[config.mk]
export PLATFORM = sky130hd
export DESIGN_NAME = usb_chgdet_seq
export DESIGN_NICKNAME = d
export VERILOG_FILES = /design/src/rtl/usb_chgdet_seq.sv
export SDC_FILE = /design/constraint.sdc
export NUM_CORES = 1
export LEC_CHECK = 0
export BUFFER_PORTS_ARGS = -buffer_cell sky130_fd_sc_hd__buf_4
export CAP_MARGIN = 15
export CORE_MARGIN = 4
export CORE_UTILIZATION = 53
export DETAILED_ROUTE_END_ITERATION = 8
export PLACE_DENSITY = 0.77
export SKIP_CTS_REPAIR_TIMING = 1
export SKIP_LAST_GASP = 1
export SLEW_MARGIN = 30
export SYNTH_ARGS = -nofsm -noshare
export SYNTH_HDL_FRONTEND = slang
export SYNTH_SLANG_ARGS = --single-unit
[constraint.sdc]
create_clock -name clk -period 3.1 [get_ports clk]
set_input_delay 0.465 -clock clk [delete_from_list [all_inputs] [get_ports clk]]
set_output_delay 0.465 -clock clk [all_outputs]
set_load 0.01 [all_outputs]
[src/rtl/usb_chgdet_seq.sv]
module usb_chgdet_seq #(
  parameter int AW         = 8,
  parameter int DW         = 8,
  parameter int POLL_TICKS = 100,
  parameter int DET_TICKS  = 40,
  parameter int SETTLE_CYC = 20000,
  parameter int DCD_TRIES  = 6
)(
  input  logic          clk,
  input  logic          rst_n,
  input  logic          sess_vld,
  input  logic          ms_tick,
  output logic          reg_req,
  output logic          reg_we,
  output logic [AW-1:0] reg_addr,
  output logic [DW-1:0] reg_wdata,
  input  logic [DW-1:0] reg_rdata,
  input  logic          reg_done,
  input  logic          upd_vld,
  input  logic [1:0]    upd_code,
  output logic [1:0]    chg_type,
  output logic          det_done,
  output logic [1:0]    cur_code
);
  localparam int TMAX = (SETTLE_CYC > POLL_TICKS)
                      ? ((SETTLE_CYC > DET_TICKS) ? SETTLE_CYC : DET_TICKS)
                      : ((POLL_TICKS > DET_TICKS) ? POLL_TICKS : DET_TICKS);
  localparam int TW = $clog2(TMAX + 1);
  localparam int RW = $clog2(DCD_TRIES + 1);

  localparam logic [AW-1:0] A_FCTL = AW'('h04);
  localparam logic [AW-1:0] A_CTL  = AW'('h85);
  localparam logic [AW-1:0] A_CLR  = AW'('h86);
  localparam logic [AW-1:0] A_STS  = AW'('h87);
  localparam logic [AW-1:0] A_LAT  = AW'('h92);
  localparam logic [AW-1:0] A_EN   = AW'('h95);
  localparam logic [DW-1:0] OPM_MSK  = DW'('h18);
  localparam logic [DW-1:0] OPM_NDRV = DW'('h08);

  localparam logic [1:0] T_NONE = 2'd0, T_SDP = 2'd1, T_CDP = 2'd2, T_DCP = 2'd3;
  localparam logic [1:0] C_ZERO = 2'd0, C_UNIT = 2'd1, C_MAX = 2'd2;

  localparam logic [2:0] OP_IDLE = 3'd0, OP_WR = 3'd1, OP_RD = 3'd2,
                         OP_CYC = 3'd3, OP_TICK = 3'd4, OP_DONE = 3'd5;

  // step groups: 0-5 block on, 6-8 contact wait, 9-13 primary,
  // 14-18 secondary, 19-23 block off, 24 detected
  localparam logic [4:0] S_DCD_ON = 5'd6,  S_POLL_W = 5'd7,  S_POLL = 5'd8,
                         S_PRI_RD = 5'd13, S_SEC_RD = 5'd18, S_OFF  = 5'd19,
                         S_LAST   = 5'd23, S_DONE   = 5'd24, S_IDLE = 5'd31;

  logic [4:0]    step, nxt;
  logic [2:0]    op;
  logic [TW-1:0] tmr, wlen;
  logic [RW-1:0] tries;
  logic [DW-1:0] rd_q;

  wire           acc_ok  = reg_req && reg_done;
  wire [RW-1:0]  tries_n = tries + 1'b1;

  assign reg_we = (op == OP_WR);

  always_comb begin
    op        = OP_IDLE;
    reg_addr  = '0;
    reg_wdata = '0;
    wlen      = '0;
    nxt       = step + 5'd1;
    case (step)
      5'd0:  begin op = OP_RD; reg_addr = A_FCTL; end
      5'd1:  begin op = OP_WR; reg_addr = A_FCTL; reg_wdata = (rd_q & ~OPM_MSK) | OPM_NDRV; end
      5'd2:  begin op = OP_WR; reg_addr = A_CLR;  reg_wdata = DW'('h3F); end
      5'd3:  begin op = OP_WR; reg_addr = A_LAT;  reg_wdata = DW'('h1F); end
      5'd4:  begin op = OP_WR; reg_addr = A_EN;   reg_wdata = DW'('h1F); end
      5'd5:  op = OP_CYC;
      5'd6:  begin op = OP_WR; reg_addr = A_CTL;  reg_wdata = DW'('h10); end
      5'd7:  begin op = OP_TICK; wlen = TW'(POLL_TICKS); end
      5'd8:  begin
               op = OP_RD; reg_addr = A_STS;
               nxt = (reg_rdata[1] || tries_n == RW'(DCD_TRIES)) ? 5'd9 : S_POLL_W;
             end
      5'd9:  begin op = OP_WR; reg_addr = A_CLR;  reg_wdata = DW'('h10); end
      5'd10: begin op = OP_WR; reg_addr = A_CTL;  reg_wdata = DW'('h02); end
      5'd11: begin op = OP_WR; reg_addr = A_CTL;  reg_wdata = DW'('h01); end
      5'd12: begin op = OP_TICK; wlen = TW'(DET_TICKS); end
      5'd13: begin op = OP_RD; reg_addr = A_STS; nxt = reg_rdata[0] ? 5'd14 : S_OFF; end
      5'd14: begin op = OP_WR; reg_addr = A_CTL;  reg_wdata = DW'('h08); end
      5'd15: begin op = OP_WR; reg_addr = A_CTL;  reg_wdata = DW'('h02); end
      5'd16: begin op = OP_WR; reg_addr = A_CTL;  reg_wdata = DW'('h01); end
      5'd17: begin op = OP_TICK; wlen = TW'(DET_TICKS); end
      5'd18: begin op = OP_RD; reg_addr = A_STS; end
      5'd19: begin op = OP_WR; reg_addr = A_CLR;  reg_wdata = DW'('h3F); end
      5'd20: begin op = OP_WR; reg_addr = A_LAT;  reg_wdata = DW'('h1F); end
      5'd21: begin op = OP_WR; reg_addr = A_EN;   reg_wdata = DW'('h1F); end
      5'd22: begin op = OP_RD; reg_addr = A_FCTL; end
      5'd23: begin op = OP_WR; reg_addr = A_FCTL; reg_wdata = rd_q & ~OPM_MSK; end
      S_DONE: begin op = OP_DONE; nxt = S_DONE; end
      default: begin op = OP_IDLE; nxt = 5'd0; end
    endcase
  end

  always_ff @(posedge clk or negedge rst_n) begin
    if (!rst_n) begin
      step     <= S_IDLE;
      reg_req  <= 1'b0;
      tmr      <= '0;
      tries    <= '0;
      rd_q     <= '0;
      chg_type <= T_NONE;
      det_done <= 1'b0;
      cur_code <= C_ZERO;
    end else if (!sess_vld) begin
      step     <= S_IDLE;
      reg_req  <= 1'b0;
      tmr      <= '0;
      tries    <= '0;
      chg_type <= T_NONE;
      det_done <= 1'b0;
      cur_code <= C_ZERO;
    end else begin
      case (op)
        OP_IDLE: begin
          step <= nxt;
          tmr  <= '0;
        end
        OP_WR, OP_RD: begin
          if (acc_ok) begin
            reg_req <= 1'b0;
            step    <= nxt;
            tmr     <= '0;
            if (op == OP_RD) rd_q <= reg_rdata;
            if (step == S_DCD_ON) tries <= '0;
            if (step == S_POLL) tries <= tries_n;
            if (step == S_PRI_RD && !reg_rdata[0]) chg_type <= T_SDP;
            if (step == S_SEC_RD) chg_type <= reg_rdata[0] ? T_DCP : T_CDP;
            if (step == S_LAST) begin
              det_done <= 1'b1;
              cur_code <= (chg_type == T_SDP) ? C_UNIT : C_MAX;
            end
          end else begin
            reg_req <= 1'b1;
          end
        end
        OP_CYC: begin
          if (tmr == TW'(SETTLE_CYC - 1)) begin
            step <= nxt;
            tmr  <= '0;
          end else begin
            tmr <= tmr + 1'b1;
          end
        end
        OP_TICK: begin
          if (ms_tick) begin
            if (tmr == wlen - 1'b1) begin
              step <= nxt;
              tmr  <= '0;
            end else begin
              tmr <= tmr + 1'b1;
            end
          end
        end
        OP_DONE: begin
          if (upd_vld && chg_type == T_SDP) cur_code <= upd_code;
        end
        default: step <= S_IDLE;
      endcase
    end
  end
endmodule

Yosys cells after proc, flatten, opt, wreduce, memory -nomap -nowiden:

Cells that the tools add are included.

* bits in writable memories: 0
* bits in latches: 0
* memories: 0
* output and inout bits: 23
* word-level logic and storage cells: 133
* register bits: 37
* bits of input ports: 16
* ROM bits: 0

* multiplexer cells: 43
* $lt $le $gt $ge: 0
* shifts and indexed selects: 0
* divide/modulo/power cells: 0
* equal/unequal tests: 47
* reductions and logical operators: 31
* $mul: 0
* bitwise gates (word level): 0
* add/sub/neg operators: 4

Operators with widths (count)
* 15-bit 2-to-1 mux: 5
* 8-bit case mux with 8 select lines: 1
* 15-bit case mux with 4 select lines: 1
* 8-bit case mux with 6 select lines: 1
* 5-bit equality test (second input constant): 9
* 5-bit by 4-bit equality test with 1-bit output (second input constant): 8
* 5-bit 2-to-1 mux: 6
* 5-bit case mux with 5 select lines: 1
* 22-bit OR reduction: 1
* 5-bit by 3-bit equality test with 1-bit output (second input constant): 4
* 2-bit 2-to-1 mux: 10
* 5-bit case mux with 4 select lines: 1
* 3-bit != test (second input constant): 6
* 2-bit OR reduction: 8
* 15-bit by 1-bit adder with 15-bit output (second input constant): 1
* 15-bit equality test: 1
* 15-bit equality test (second input constant): 1
* 3-bit 2-to-1 mux: 5
* 3-bit case mux with 5 select lines: 1
* 15-bit OR reduction: 1
* 15-bit by 1-bit subtractor with 15-bit output (second input constant): 1
* 7-bit case mux with 2 select lines: 1
* 3-bit AND reduction: 4
* 5-bit by 2-bit equality test with 1-bit output (second input constant): 2
* other kinds (25): 45

Longest topological paths before layout:

* depth after elaboration: 9
* mapped depth: 16
* gate-level depth less buffers: 13

Worst setup path before layout:

OpenSTA, ideal clock, no wires.

* kind: register -> register
* start point: register step[0]
* end point: register tmr[9]
* stages on the path, launching flop included: 15
* slack: -0.019 ns
* data required time: 3.034 ns
* path buffers: 3
* period minus slack after synthesis: 3.119 ns
* setup time: 0.066 ns
* data arrival time: 3.053 ns
* path through: dfstp_2 -> ha_1 -> buf_2 -> nor4bb_1 -> a31oi_1 -> ha_1 -> xor2_1 -> nand4_1 -> a21oi_1 -> a31o_2 -> o22a_1 -> buf_2 -> a21oi_1 -> buf_2 -> a22o_1

* cells in the longest elaborated chain, start to end: 9
* elaborated cells on any way between the ends: 47
* those cells by class: add/sub: 1; eq/ne: 32; mux: 6; reduce/logical: 8

Ends and longest elaborated chain
* from (decl): RTL line 52 `logic [4:0] step, nxt;`
* from (signal assigned): RTL line 123 `step <= nxt;`
* from (signal assigned): RTL line 129 `step <= nxt;`
* from (signal assigned): RTL line 146 `step <= nxt;`
* 5-bit equality test or 5-bit by 4-bit equality test with 1-bit output (tied branches): RTL line 69 `case (step)`
* 2-bit OR reduction (no source line)
* 7-bit case mux with 2 select lines: RTL line 69
* 15-bit by 1-bit subtractor with 15-bit output: RTL line 154 `if (tmr == wlen - 1'b1) begin`
* 15-bit equality test: RTL line 154
* 15-bit 2-to-1 mux: RTL line 154
* 15-bit 2-to-1 mux: RTL line 153 `if (ms_tick) begin`
* 15-bit case mux with 4 select lines: RTL line 121 `case (op)`
* 15-bit 2-to-1 mux: RTL line 112 `end else if (!sess_vld) begin`
* to (signal assigned): RTL line 149 `tmr <= tmr + 1'b1;`
* to (signal assigned): RTL line 158 `tmr <= tmr + 1'b1;`
* to (decl): RTL line 54 `logic [TW-1:0] tmr, wlen;`

Parallel ways exist; a longest one is shown, timed or not. The select of a mux whose other input is x is not followed.
A chain may end at the register's enable or synchronous reset.

Worst setup path after layout:

* start point: register step[0]
* end point: output reg_we

* cells in the longest elaborated chain, start to end: 4
* elaborated cells on any way between the ends: 30
* those cells by class: eq/ne: 25; mux: 1; reduce/logical: 4

Ends and longest elaborated chain
* 5-bit by 3-bit equality test with 1-bit output (tied with other cells): RTL line 69
* 15-bit OR reduction (no source line) (tied with other cells)
* 3-bit case mux with 5 select lines *: RTL line 69
* 3-bit by 1-bit equality test with 1-bit output *: RTL line 61 `assign reg_we = (op == OP_WR);`
* to (decl): RTL line 14 `output logic reg_we,`

Every way passes the cells marked *; elsewhere a longest branch is shown, timed or not.

==> flow_metrics.env <==
export IMPL_final_setup_viol_count=0
export IMPL_fin_area_mm2=0.00345
export IMPL_num_vias=2873
export IMPL_worstSetupEndpointType="output pin"
export IMPL_ys_ff_latch=35
export IMPL_crit_path_start_kind="register"
export IMPL_grt_pass1_vias=2595
export IMPL_die_y_um=81.4
export IMPL_track_usage_pct=23.5
export IMPL_worstSkewPairLatency_ns=0.28
export IMPL_async_flop_share_pct=100
export IMPL_fillers=438
export IMPL_synth_area_mm2=0.00285
export IMPL_syn_to_final_growth_pct=21.0
export IMPL_crit_arrival_ns=2.56
export IMPL_clockBufferDepth=2
export IMPL_final_nets=410
export IMPL_max_slew_margin_pct=57.7
export IMPL_synthMuxAreaShare_pct=5.00
export IMPL_syn_area_per_cell_um2=8.49
export IMPL_path_common_cell="ha_1"
export IMPL_firstDrtPassIters=6
export IMPL_hpwlAfterDp_um=5580
export IMPL_place_congestion=0.947
export IMPL_fmax_ghz=0.330
export IMPL_drtIter0Drc=337
export IMPL_skew_ns=0.00905
export IMPL_path_clk_slew_ns=0.07
export IMPL_cts_sinks=35
export IMPL_yosysSeqAreaShare_pct=30.9
export IMPL_numCtsBuffers=5
export IMPL_synth_cells=336
export IMPL_wl_um=7480
export IMPL_status="finished, final reports clean"
export IMPL_overflow=0
export IMPL_ys_types=66
export IMPL_criticalPathCategory="register to output pin"
export IMPL_hp_class="input port to async pin"
export IMPL_start_util_pct=55.2
export IMPL_cp_slowest_cell="or4_4"
export IMPL_rows=26
export IMPL_synth_xor_area_share_pct=1.54
export IMPL_synth_fa_ha_area_share_pct=4.39
export IMPL_ant_nets=0
export IMPL_core_mm2=0.00517
export IMPL_synth_warnings=0
export IMPL_crit_path_cell_trace="ha_1 -> and3_1 -> ha_1 -> a31o_4 -> or4_4 -> nor2_4 -> nor3_1 -> buf_4"
export IMPL_dpl_cell_area_mm2=0.00329
export IMPL_cts_root_buf="clkbuf_8"
export IMPL_drv_slew=0
export IMPL_drc=0
export IMPL_die_x_um=81.4
export IMPL_synth_edff_count=0
export IMPL_hold_viol=0
export IMPL_diodes=0
export IMPL_fin_crit_ns=3.03
export IMPL_grt_max_degree=36
export IMPL_antenna_found_initial=0
export IMPL_io_buffers=33
export IMPL_max_vdd_ir_drop_mv=0.735
export IMPL_io_pins=39
export IMPL_p_leak_uw=0.00159
export IMPL_wl_per_cell_um=16.4
export IMPL_synth_top_family_by_area="compound AO/OA/AOI/OAI gates"
export IMPL_fin_hold_ws_ns=0.119
export IMPL_ctsHtreeMaxLevel=2
export IMPL_rsz0062_at_grt="true"
export IMPL_die_area_mm2=0.00662
export IMPL_post_route_period_util_pct=97.7
export IMPL_dominantRegCellSynth="dfrtp_1"
export IMPL_worstPathMaxFanout=5
export IMPL_cap_violations=0
export IMPL_cp_slowest_stage_delay_ns=0.57
export IMPL_synthSimpleGateAreaFrac_pct=24.9
export IMPL_drive_gt1_share_pct=27.0
export IMPL_crit_required_ns=2.63
export IMPL_vias_per_cell=6.31
export IMPL_grt_pass1_wl_um=12300
export IMPL_p_per_area_mw_per_mm2=1020
export IMPL_cts_tree="done"
export IMPL_synth_compound_area_share_pct=26.3
export IMPL_worst_pin_slew_ns=0.627
[path summary, 6_finish.rpt]
kind	startpoint	cells after the start	endpoint	slack [ns]
hold reg to reg	det_done	1	det_done	0.49
max in group asynchronous	rst_n	1	step[2]	2.63
min in group clk	reg_rdata[6]	2	rd_q[6]	0.41
setup reg to reg	step[1]	11	step[4]	0.16
setup / recovery	step[0]	8	reg_we	0.07
hold / removal	rst_n	1	tmr[11]	0.12
[layout by cell type (no fill, tap or decap), types with 3 or more instances in the layout]
cell and n:
conb_1 3, nand3b_1 3, nand2_1 24, nor4_1 3
dfstp_2 5, a21oi_1 13, and3_1 10, o21a_1 5
xor2_1 5, mux2i_1 3, dfrtp_1 30, a311oi_1 3
a22o_1 14, clkbuf_8 5, ha_1 8, o22ai_1 17
mux2_2 10, o211ai_1 3, and2_1 5, o31ai_1 3
nand4_1 10, o21ai_0 12, nand2b_1 4, clkbuf_1 3
nor2_1 22, nor3_1 10, nor2b_1 8, inv_1 13
nand3_1 16, buf_4 64
[critical path: cells and delay by family, from the launching register on]
family / cells / cell delay [ns]
buffers and inverters: 1 / 0.18
flip-flops: 1 / 0.39
AO/OA/AOI/OAI: 1 / 0.24
AND/OR/NAND/NOR: 4 / 1.02
adder cells (fa/ha/maj): 2 / 0.47
[sequential cells by signal, indices dropped and copies added (netlist names)]
signal and cells:
chg_type 2, det_done 1, cur_code 2, tries 3
step 5, reg_req 1, rd_q 6, tmr 15
[kinds of logic (layout without fill, tap and decap cells)]
group           count (synthesis)  in the layout
buf+inv                        40             87
mux                            13             13
fa+ha+maj                      10             10
simple gates                  129            129
other cells                     1              3
flops                          35             35
compound gates                103            103
xor+xnor                        5              5
[area by class of cell]
class | instances | area [µm²] | share of cell area, %
clock buffers | 8 | 80.1 | 2.32
inverters | 14 | 52.6 | 1.52
multi-input cells | 263 | 1860 | 53.8
flip-flops and latches | 35 | 882 | 25.6
well taps | 70 | 87.6 | 2.54
repair buffers | 65 | 492 | 14.2
[synth_stat cells, types with 4 or more instances]
| cell type | count | area [µm²] |
|---|---|---|
| dfrtp_1 | 30 | 751 |
| nand2_1 | 24 | 90.1 |
| nor2_1 | 23 | 86.3 |
| o22ai_1 | 17 | 106 |
| nand3_1 | 16 | 80.1 |
| a21oi_1 | 15 | 75.1 |
| a22o_1 | 14 | 123 |
| inv_1 | 14 | 52.6 |
| o21ai_0 | 12 | 60.1 |
| clkbuf_1 | 11 | 41.3 |
| and3_1 | 10 | 62.6 |
| ha_1 | 10 | 125 |
| mux2_2 | 10 | 113 |
| nand4_1 | 10 | 62.6 |
| nor3_1 | 10 | 50.1 |
| buf_2 | 8 | 40.0 |
| nor2b_1 | 8 | 50.1 |
| and2_1 | 5 | 31.3 |
| dfstp_2 | 5 | 131 |
| o21a_1 | 5 | 37.5 |
| xor2_1 | 5 | 43.8 |
| nand2b_1 | 4 | 25.0 |
[per-layer routing]
metal	GRT usage (%)	routed length [µm]
met5	0	0
met3	5.10	576
met2	36.9	3380
met4	3.89	74
met1	33.5	3440
[power by group]
group / leakage [µW] / switching, µW / internal (µW)
clock network: 0.0000395 / 158 / 160
registers: 0.000466 / 113 / 571
logic: 0.00109 / 1360 / 1150
[per-stage QoR]
step / worst slack (ns) / utilization [%] / total power [µW] / std cells / setup TNS [ns]
2_1_floorplan: 0.0392 / - / 2220 / 338 / 0
5_1_grt: -0.0242 / 66.7 / 3770 / 455 / -0.0242
6_report: 0.0728 / 66.7 / 3500 / 455 / 0
4_1_cts: -0.126 / 65.1 / 3340 / 453 / -0.126
3_5_place_dp: 0.0402 / 63.5 / 3020 / 445 / 0
3_3_place_gp: 0.112 / 63.5 / 2970 / 445 / 0
No activity file was read; power rests on OpenSTA's default activity.
